[src/rtl/req_guard_pkg.sv]
package req_guard_pkg;

    // Request kinds; the encodings are fixed by the bus.
    typedef enum logic [2:0] {
        REQ_WR_FULL = 3'd0,
        REQ_WR_PART = 3'd1,
        REQ_RD      = 3'd4
    } req_kind_e;

    // Response kinds.
    typedef enum logic [2:0] {
        RSP_ACK      = 3'd0,
        RSP_ACK_DATA = 3'd1
    } rsp_kind_e;

    // One flag per rule that a request can break.
    typedef struct packed {
        logic bad_op;
        logic bad_param;
        logic too_wide;
        logic mask_over;
        logic full_mismatch;
        logic misaligned;
        logic gappy;
    } rule_flags_t;

    // Population count of up to eight lane enables.
    function automatic logic [3:0] ones8(input logic [7:0] v);
        logic [3:0] n;
        n = '0;
        for (int i = 0; i < 8; i++) begin
            n = n + {3'b000, v[i]};
        end
        return n;
    endfunction

    // True when the set bits form a single unbroken run (or none).
    // Adding the lowest set bit carries through the run; any bit left
    // overlapping the original pattern means a second run exists.
    function automatic logic run8(input logic [7:0] v);
        logic [8:0] wide, lowest, carried;
        wide    = {1'b0, v};
        lowest  = wide & (~wide + 9'd1);
        carried = wide + lowest;
        return (carried[7:0] & v) == 8'h00;
    endfunction

    function automatic logic op_known(input logic [2:0] op);
        return (op == REQ_WR_FULL) || (op == REQ_WR_PART) || (op == REQ_RD);
    endfunction

endpackage

[src/rtl/req_guard_rules.sv]
module req_guard_rules
    import req_guard_pkg::*;
#(
    parameter int LANES  = 4,
    parameter int ADDR_W = 12,
    parameter int SIZE_W = 2
) (
    input  logic [2:0]        op,
    input  logic [2:0]        param,
    input  logic [SIZE_W-1:0] size,
    input  logic [ADDR_W-1:0] addr,
    input  logic [LANES-1:0]  mask,
    output rule_flags_t       flags,
    output logic              legal
);
    localparam int LANE_LOG = $clog2(LANES);

    logic [31:0]       nbytes;
    logic [31:0]       set_cnt;
    logic [ADDR_W-1:0] low_bits;
    logic              needs_run;

    always_comb begin
        nbytes    = 32'd1 << size;
        set_cnt   = 32'(ones8(8'(mask)));
        low_bits  = ADDR_W'(nbytes - 32'd1);
        needs_run = (op == REQ_RD) || (op == REQ_WR_FULL);

        flags.bad_op        = !op_known(op);
        flags.bad_param     = (param != 3'd0);
        flags.too_wide      = (int'(size) > LANE_LOG);
        flags.mask_over     = (nbytes < set_cnt);
        flags.full_mismatch = (op == REQ_WR_FULL) && (nbytes != set_cnt);
        flags.misaligned    = ((addr & low_bits) != '0);
        flags.gappy         = needs_run && !run8(8'(mask));

        legal = (flags == '0);
    end

endmodule

[src/rtl/req_guard_rsp_buf.sv]
module req_guard_rsp_buf #(
    parameter int W = 8
) (
    input  logic         clk,
    input  logic         rst,
    input  logic         in_valid,
    output logic         in_ready,
    input  logic [W-1:0] in_data,
    output logic         out_valid,
    input  logic         out_ready,
    output logic [W-1:0] out_data
);
    logic         full;
    logic [W-1:0] held;

    // Room exists when empty, or when the held entry leaves this cycle.
    assign in_ready  = !full || out_ready;
    assign out_valid = full;
    assign out_data  = held;

    always_ff @(posedge clk) begin
        if (rst) begin
            full <= 1'b0;
            held <= '0;
        end else if (in_valid && in_ready) begin
            full <= 1'b1;
            held <= in_data;
        end else if (out_ready) begin
            full <= 1'b0;
        end
    end

endmodule

[src/rtl/req_guard.sv]
module req_guard
    import req_guard_pkg::*;
#(
    parameter int DATA_W = 32,
    parameter int ADDR_W = 12,
    parameter int SRC_W  = 4,
    parameter int SIZE_W = 2
) (
    input  logic                clk,
    input  logic                rst,
    input  logic                a_valid,
    output logic                a_ready,
    input  logic [2:0]          a_opcode,
    input  logic [2:0]          a_param,
    input  logic [SIZE_W-1:0]   a_size,
    input  logic [SRC_W-1:0]    a_source,
    input  logic [ADDR_W-1:0]   a_address,
    input  logic [DATA_W/8-1:0] a_mask,
    input  logic [DATA_W-1:0]   a_data,
    output logic                d_valid,
    input  logic                d_ready,
    output logic [2:0]          d_opcode,
    output logic [SIZE_W-1:0]   d_size,
    output logic [SRC_W-1:0]    d_source,
    output logic                d_error,
    output logic [DATA_W-1:0]   d_data,
    output logic                be_req,
    output logic                be_write,
    output logic [ADDR_W-1:0]   be_addr,
    output logic [DATA_W/8-1:0] be_mask,
    output logic [DATA_W-1:0]   be_wdata,
    input  logic [DATA_W-1:0]   be_rdata
);
    localparam int LANES  = DATA_W / 8;
    localparam int RSP_W  = 1 + 3 + SIZE_W + SRC_W + DATA_W;
    localparam int P_SRC  = DATA_W;
    localparam int P_SIZE = P_SRC + SRC_W;
    localparam int P_OP   = P_SIZE + SIZE_W;
    localparam int P_ERR  = P_OP + 3;

    rule_flags_t       flags;
    logic              legal;
    logic              take;
    logic              is_read;
    rsp_kind_e         rsp_kind;
    logic [DATA_W-1:0] rd_lanes;
    logic [DATA_W-1:0] rsp_data;
    logic [RSP_W-1:0]  rsp_in;
    logic [RSP_W-1:0]  rsp_out;

    req_guard_rules #(
        .LANES  (LANES),
        .ADDR_W (ADDR_W),
        .SIZE_W (SIZE_W)
    ) u_rules (
        .op    (a_opcode),
        .param (a_param),
        .size  (a_size),
        .addr  (a_address),
        .mask  (a_mask),
        .flags (flags),
        .legal (legal)
    );

    // Keep only the lanes the request enabled.
    for (genvar g = 0; g < LANES; g++) begin : g_lane
        assign rd_lanes[8*g +: 8] = a_mask[g] ? be_rdata[8*g +: 8] : 8'h00;
    end

    assign take    = a_valid && a_ready;
    assign is_read = (a_opcode == REQ_RD);

    // Backend side: only legal requests pass.
    assign be_req   = take && legal;
    assign be_write = !is_read;
    assign be_addr  = a_address;
    assign be_mask  = a_mask;
    assign be_wdata = a_data;

    // Response formation.
    assign rsp_kind = is_read ? RSP_ACK_DATA : RSP_ACK;
    assign rsp_data = (legal && is_read) ? rd_lanes : '0;
    assign rsp_in   = {!legal, 3'(rsp_kind), a_size, a_source, rsp_data};

    req_guard_rsp_buf #(
        .W (RSP_W)
    ) u_buf (
        .clk       (clk),
        .rst       (rst),
        .in_valid  (a_valid),
        .in_ready  (a_ready),
        .in_data   (rsp_in),
        .out_valid (d_valid),
        .out_ready (d_ready),
        .out_data  (rsp_out)
    );

    assign d_error  = rsp_out[P_ERR];
    assign d_opcode = rsp_out[P_OP +: 3];
    assign d_size   = rsp_out[P_SIZE +: SIZE_W];
    assign d_source = rsp_out[P_SRC +: SRC_W];
    assign d_data   = rsp_out[DATA_W-1:0];

endmodule

[config.mk]
export PLATFORM = sky130hd
export DESIGN_NAME = req_guard
export DESIGN_NICKNAME = d
export VERILOG_FILES = /design/src/rtl/req_guard_pkg.sv /design/src/rtl/req_guard_rules.sv /design/src/rtl/req_guard_rsp_buf.sv /design/src/rtl/req_guard.sv
export SDC_FILE = /design/constraint.sdc
export NUM_CORES = 1
export LEC_CHECK = 0
export BUFFER_PORTS_ARGS = -buffer_cell sky130_fd_sc_hd__buf_4
export CAP_MARGIN = 20
export CELL_PAD_IN_SITES_DETAIL_PLACEMENT = 0
export CELL_PAD_IN_SITES_GLOBAL_PLACEMENT = 1
export CORE_MARGIN = 4
export CORE_UTILIZATION = 25
export CTS_CLUSTER_SIZE = 25
export DETAILED_ROUTE_END_ITERATION = 8
export PLACE_DENSITY = 0.87
export SLEW_MARGIN = 15
export SYNTH_ARGS = -nofsm -noshare
export SYNTH_HDL_FRONTEND = slang
export SYNTH_SLANG_ARGS = --single-unit
[constraint.sdc]
create_clock -name clk -period 3 [get_ports clk]
set_input_delay 0.15 -clock clk [delete_from_list [all_inputs] [get_ports clk]]
set_output_delay 0.15 -clock clk [all_outputs]
set_load 0.005 [all_outputs]
* Word level (Yosys, flattened, before mapping)
Index checks and enable logic that the tools add are counted.
** Operators by class
- Reductions and logical operators :: 20
- Add/sub/neg operators :: 6
- Bitwise operators :: 4
- Mux-type cells :: 8
- Equal/unequal tests :: 3
- Magnitude comparators :: 2
- Shift-type cells :: 1
** Operator list (number)
- < comparator 32 x 4 -> 1 bit :: 1
- 2-to-1 mux 32 bit :: 1
- 2-to-1 mux 8 bit :: 4
- inequality test 32 x 4 -> 1 bit :: 1
- left shift 1 x 2 -> 32 bit (first input constant) :: 1
- AND 12 bit :: 1
- nonzero test 12 bit :: 1
- subtractor 12 x 1 -> 12 bit (second input constant) :: 1
- adder 4 x 1 -> 4 bit :: 2
- adder 4 x 8 -> 8 bit :: 1
- adder 8 x 1 -> 8 bit (second input constant) :: 1
- AND 4 x 8 -> 8 bit :: 1
- AND 8 x 4 -> 8 bit :: 1
- logical NOT 8 bit :: 1
- inverter 4 -> 8 bit :: 1
- logical NOT 7 bit :: 1
- logical AND 1 bit :: 5
- logical NOT 1 bit :: 5
- logical OR 1 bit :: 4
- equality test 3 x 1 -> 1 bit (second input constant) :: 1
- equality test 3 bit (second input constant) :: 1
- logical NOT 3 bit :: 1
- 2-to-1 mux 1 bit :: 3
- nonzero test 3 bit :: 1
- other kinds (3) :: 3
** Storage, ports and cells
- Word-level logic and storage cells :: 46
- Output and inout bits :: 94
- Bits in registers :: 43
- Bits of input ports :: 96

* Logic depth before layout (Yosys ltp)
- Word-level depth :: 11
- Gate-level depth with buffers :: 15
- Mapped depth without buffers :: 12

* Cells and area by module
A second synthesis with hierarchy kept.
** Second synthesis, totals
- Cell total of the unflattened synthesis :: 347
- Area total of the unflattened synthesis :: 3384.5 sq um
** By module, submodules not included
- req_guard_rsp_buf :: area each 2299.7 sq um, sequential area each 860.8 sq um, instances 1, cells an instance 196
- req_guard :: area each 676.9 sq um, sequential area each 0.0 sq um, instances 1, cells an instance 100
- req_guard_rules :: area each 407.9 sq um, sequential area each 0.0 sq um, instances 1, cells an instance 51

* Worst setup path after synthesis
OpenSTA, ideal clock, no wires.
- Path kind :: input to register
- From :: in a_mask[0]
- To :: reg u_buf.held[16], in the netlist u_buf.out_data[16]
- Path buffers :: 3
- Cell stages on the path :: 15
- Library setup time :: 0.117 ns
- Slack :: 0.281 ns
- Arrival time :: 2.602 ns
- Data required time :: 2.883 ns
- Path through :: clkbuf_1 > inv_1 > ha_1 > inv_1 > fa_1 > inv_1 > ha_1 > inv_1 > ha_1 > a41oi_1 > o31ai_1 > and4_1 > buf_6 > buf_6 > a32o_2
** On the way
- Cells in the longest elaborated chain, start to end :: 11
- Elaborated cells on any way between the ends :: 17
- Classes of those cells :: add/sub: 5; order compare: 1; eq/ne: 1; mux: 1; bitwise: 3; reduce/logical: 6
** RTL lines
- start: declaration :: RTL line req_guard.sv:18 : input logic [DATA_W/8-1:0] a_mask,
- branches (longest 8 deep; another with < comparator 32 x 4 -> 1 bit)
- logical NOT 7 bit (*) :: RTL line req_guard_rules.sv:37 : legal = (flags == '0);
- logical AND 1 bit (*) :: RTL line req_guard.sv:82 : assign rsp_data = (legal && is_read) ? rd_lanes : '0;
- 2-to-1 mux 32 bit (*) :: RTL line req_guard.sv:82
- end signal: assignment :: RTL line req_guard_rsp_buf.sv:27 : held <= in_data;
- end: declaration :: RTL line req_guard_rsp_buf.sv:14 : logic [W-1:0] held;
Mark *: on every way between the ends.
A chain may end at the register's enable or synchronous reset.

* Worst setup path after layout
- From :: in a_mask[0]
- To :: out be_req
** On the way
- Cells in the longest elaborated chain, start to end :: 10
- Elaborated cells on any way between the ends :: 16
- Classes of those cells :: add/sub: 5; order compare: 1; eq/ne: 1; bitwise: 3; reduce/logical: 6
** RTL lines
- branches (longest 8 deep; another with < comparator 32 x 4 -> 1 bit)
- logical NOT 7 bit (*) :: RTL line req_guard_rules.sv:37
- logical AND 1 bit (*) :: RTL line req_guard.sv:74 : assign be_req = take && legal;
- end: declaration :: RTL line req_guard.sv:27 : output logic be_req,
Marked as above.

==> run metrics <==
DIE HEIGHT=101 um; area share of the largest cell type after synthesis=38.3%; top-count cell post-synth=buf_4; First-pass DRT Iterations=4; area of the mapped netlist=0.00215 mm2; ANT cells=0; Setup crit end kind=primary output; Max Buffers Root-to-Sink=2; vias in the first global route=1,822; Power Internal=0.920 mW; unrepaired setup endpoints after global routing=no; final worst path period need=2.60 ns; main area contributors after synthesis=dfxtp_1 38%, buf_4 17%, a32o_1 11%; arrival time worst endpoint=2.45 ns; critical path required time=2.85 ns; core area=0.00830 mm2; Post-Syn Area per Cell=9.71 um2; Layout Area Growth over Synthesis=32.5%; Root Buffer=clkbuf_8; run status=finished, final reports clean; Fin. Hold Viols=0; initial core utilization=25.9%; Static Leak=1.37 nW; pwr dens=419 mW/mm2; final setup violation count=0; Min-Delay Endpoint=u_buf.out_data[31]; Post-CTS Setup Inserts=0; fraction of registers with async set or reset after synthesis=0%; Hold Crit Start=be_rdata[31]; # DRC=0; hold depth=2; buffers added on ports=117; Clk pwr share=38.3%; cell taking the most area after synthesis=dfxtp_1; Peak VDD IR=0.229 mV; number of vias per cell=4.67; switching power=0.271 mW; die area=0.0101 mm2; Worst R2R End=u_buf.out_data[12]; WL/cell=14.7 um; Ys Warns=0; Ports=190; Initial DRC Count=56; Net Sw Frac=22.8%; clock transition at the registers of the reported paths=0.08 ns; r2r setup slk=0.93 ns; Hold Crit Class=primary input to register; Crit Path Class=primary input to primary output; first-pass GRT wire length=8950 um; NumNets Final=392; Crit Reg-Reg Startpoint=u_buf.out_valid; Yosys cell types=28; post-synthesis sequential area ratio=38.3%; Slew @ Worst Pin=0.568 ns; Final Max Tran Viols=0; Post-Synthesis Cells=221; H-tree depth=2; startpoint types=primary input; hold_buf cts=0; GRT Total Usage=10.9%; Seq pwr share=46.5%; DP Worst Slack=0.227 ns; largest net degree at the start of global routing=33; non-filler cells, final=391; Period Utilization, post-route=86.6%; skew final=0.0109 ns; std cell rows=33; post-synthesis register bit count=41; Max-slew headroom=61.2%; Fillers=866; initial antenna violation count=0; share of layout cells above drive strength 1=49.0%; Cells after DPL=383; dominant synthesized flop cell=dfxtp_1; worst setup margin=0.402 ns; EDFF count, synth=0; final WL=5740 um; setup TNS=0 ns; number of gates resized after CTS=0; f_max=385 MHz; CTS tree=done; Num CTS Buffers=5; Routed Antenna Nets=0; Placer Congestion=0.819; Reg2Reg Depth=6; Max Cap Viol=0; CP max FO=14; Die W=101 um; top cells by count, synth=50 x buf_4, 41 x dfxtp_1, 23 x a32o_1, 14 x nand2_1, 13 x inv_1; dpl cell area=0.00273 mm2; Worst-Skew Late Latency=0.29 ns; Detail Placement HPWL=4540 um; Comb power frac=15.1%; CTS Sinks=41; cell area after layout=0.00284 mm2; grt ovf=0; vias=1,827
-- worst max-delay path, cell delays in order --
cell and delay [ns]:
buf_4 0.17, inv_1 0.08, ha_1 0.28, inv_1 0.05, fa_1 0.36, inv_1 0.07, ha_1 0.13, inv_1 0.04
ha_1 0.30, a41oi_1 0.11, o31ai_1 0.27, and4_1 0.30, buf_4 0.14
-- logic make-up after synthesis --
kind of cell / synth area share, %
adder cells (fa/ha/maj): 6.76
AO/OA/AOI/OAI: 21.9
buffers and inverters: 23.6
flip-flops: 38.3
other: 0.175
AND/OR/NAND/NOR: 9.27
-- registers in the layout, indices dropped and copies added (netlist names) --
signal           flops
u_buf.out_data      40
u_buf.out_valid      1
-- per-layer routing --
layer	global-route usage, %	routed length, um
met1	12.3	2260
met2	17.7	2730
met3	5.54	645
met4	3.63	106
met5	0	0
-- power by group through the flow --
stage               clock (mW)  combinational [mW]  sequential [mW]
finish                   0.457               0.180            0.554
global route             0.501               0.202            0.555
CTS                      0.478               0.182            0.554
detailed placement           0               0.182            0.567
global placement             0               0.177            0.567
floorplan                    0               0.121            0.567
-- worst max path at each step --
stage,from,to,depth (start not counted)
finish,a_mask[0],be_req,13
global route,a_mask[0],be_req,13
floorplan,a_mask[0],u_buf.out_data[16],15
detailed placement,a_mask[0],u_buf.out_data[22],14
CTS,a_mask[0],be_req,13
global placement,a_mask[0],u_buf.out_data[3],14
-- placed cells by master, fill, tap and decap left out, types with 2 or more instances in the layout --
cell type and count:
buf_4 120, dfxtp_1 41, a32o_1 23, nand2_1 14, inv_1 13, a21oi_1 10
ha_1 10, a32o_2 9, nand3_1 6, clkbuf_8 6, nor2_1 5, nor4_1 4
nand2b_1 3, o21ai_0 3, o31ai_1 2, and4_1 2, conb_1 2
-- per-stage QoR --
stage               hold slack [ns]  utilization (%)  power [mW]
CTS                          0.0898             34.3        1.21
global route                 0.0869             34.3        1.26
detailed placement            0.300             32.9       0.749
finish                        0.106             34.3        1.19
floorplan                     0.297                -       0.689
global placement              0.300             32.9       0.744
-- area by class of cell --
cell class	count	area, um2	share of cell area (%)
Inverter	13	48.8	1.72
Clock buffer	7	86.3	3.04
Sequential cell	41	821	28.9
Tap cell	105	131	4.62
Multi-Input combinational cell	104	826	29.0
Clock inverter	1	30.0	1.06
Timing Repair Buffer	120	901	31.7
No activity file was read; power rests on OpenSTA's default activity.
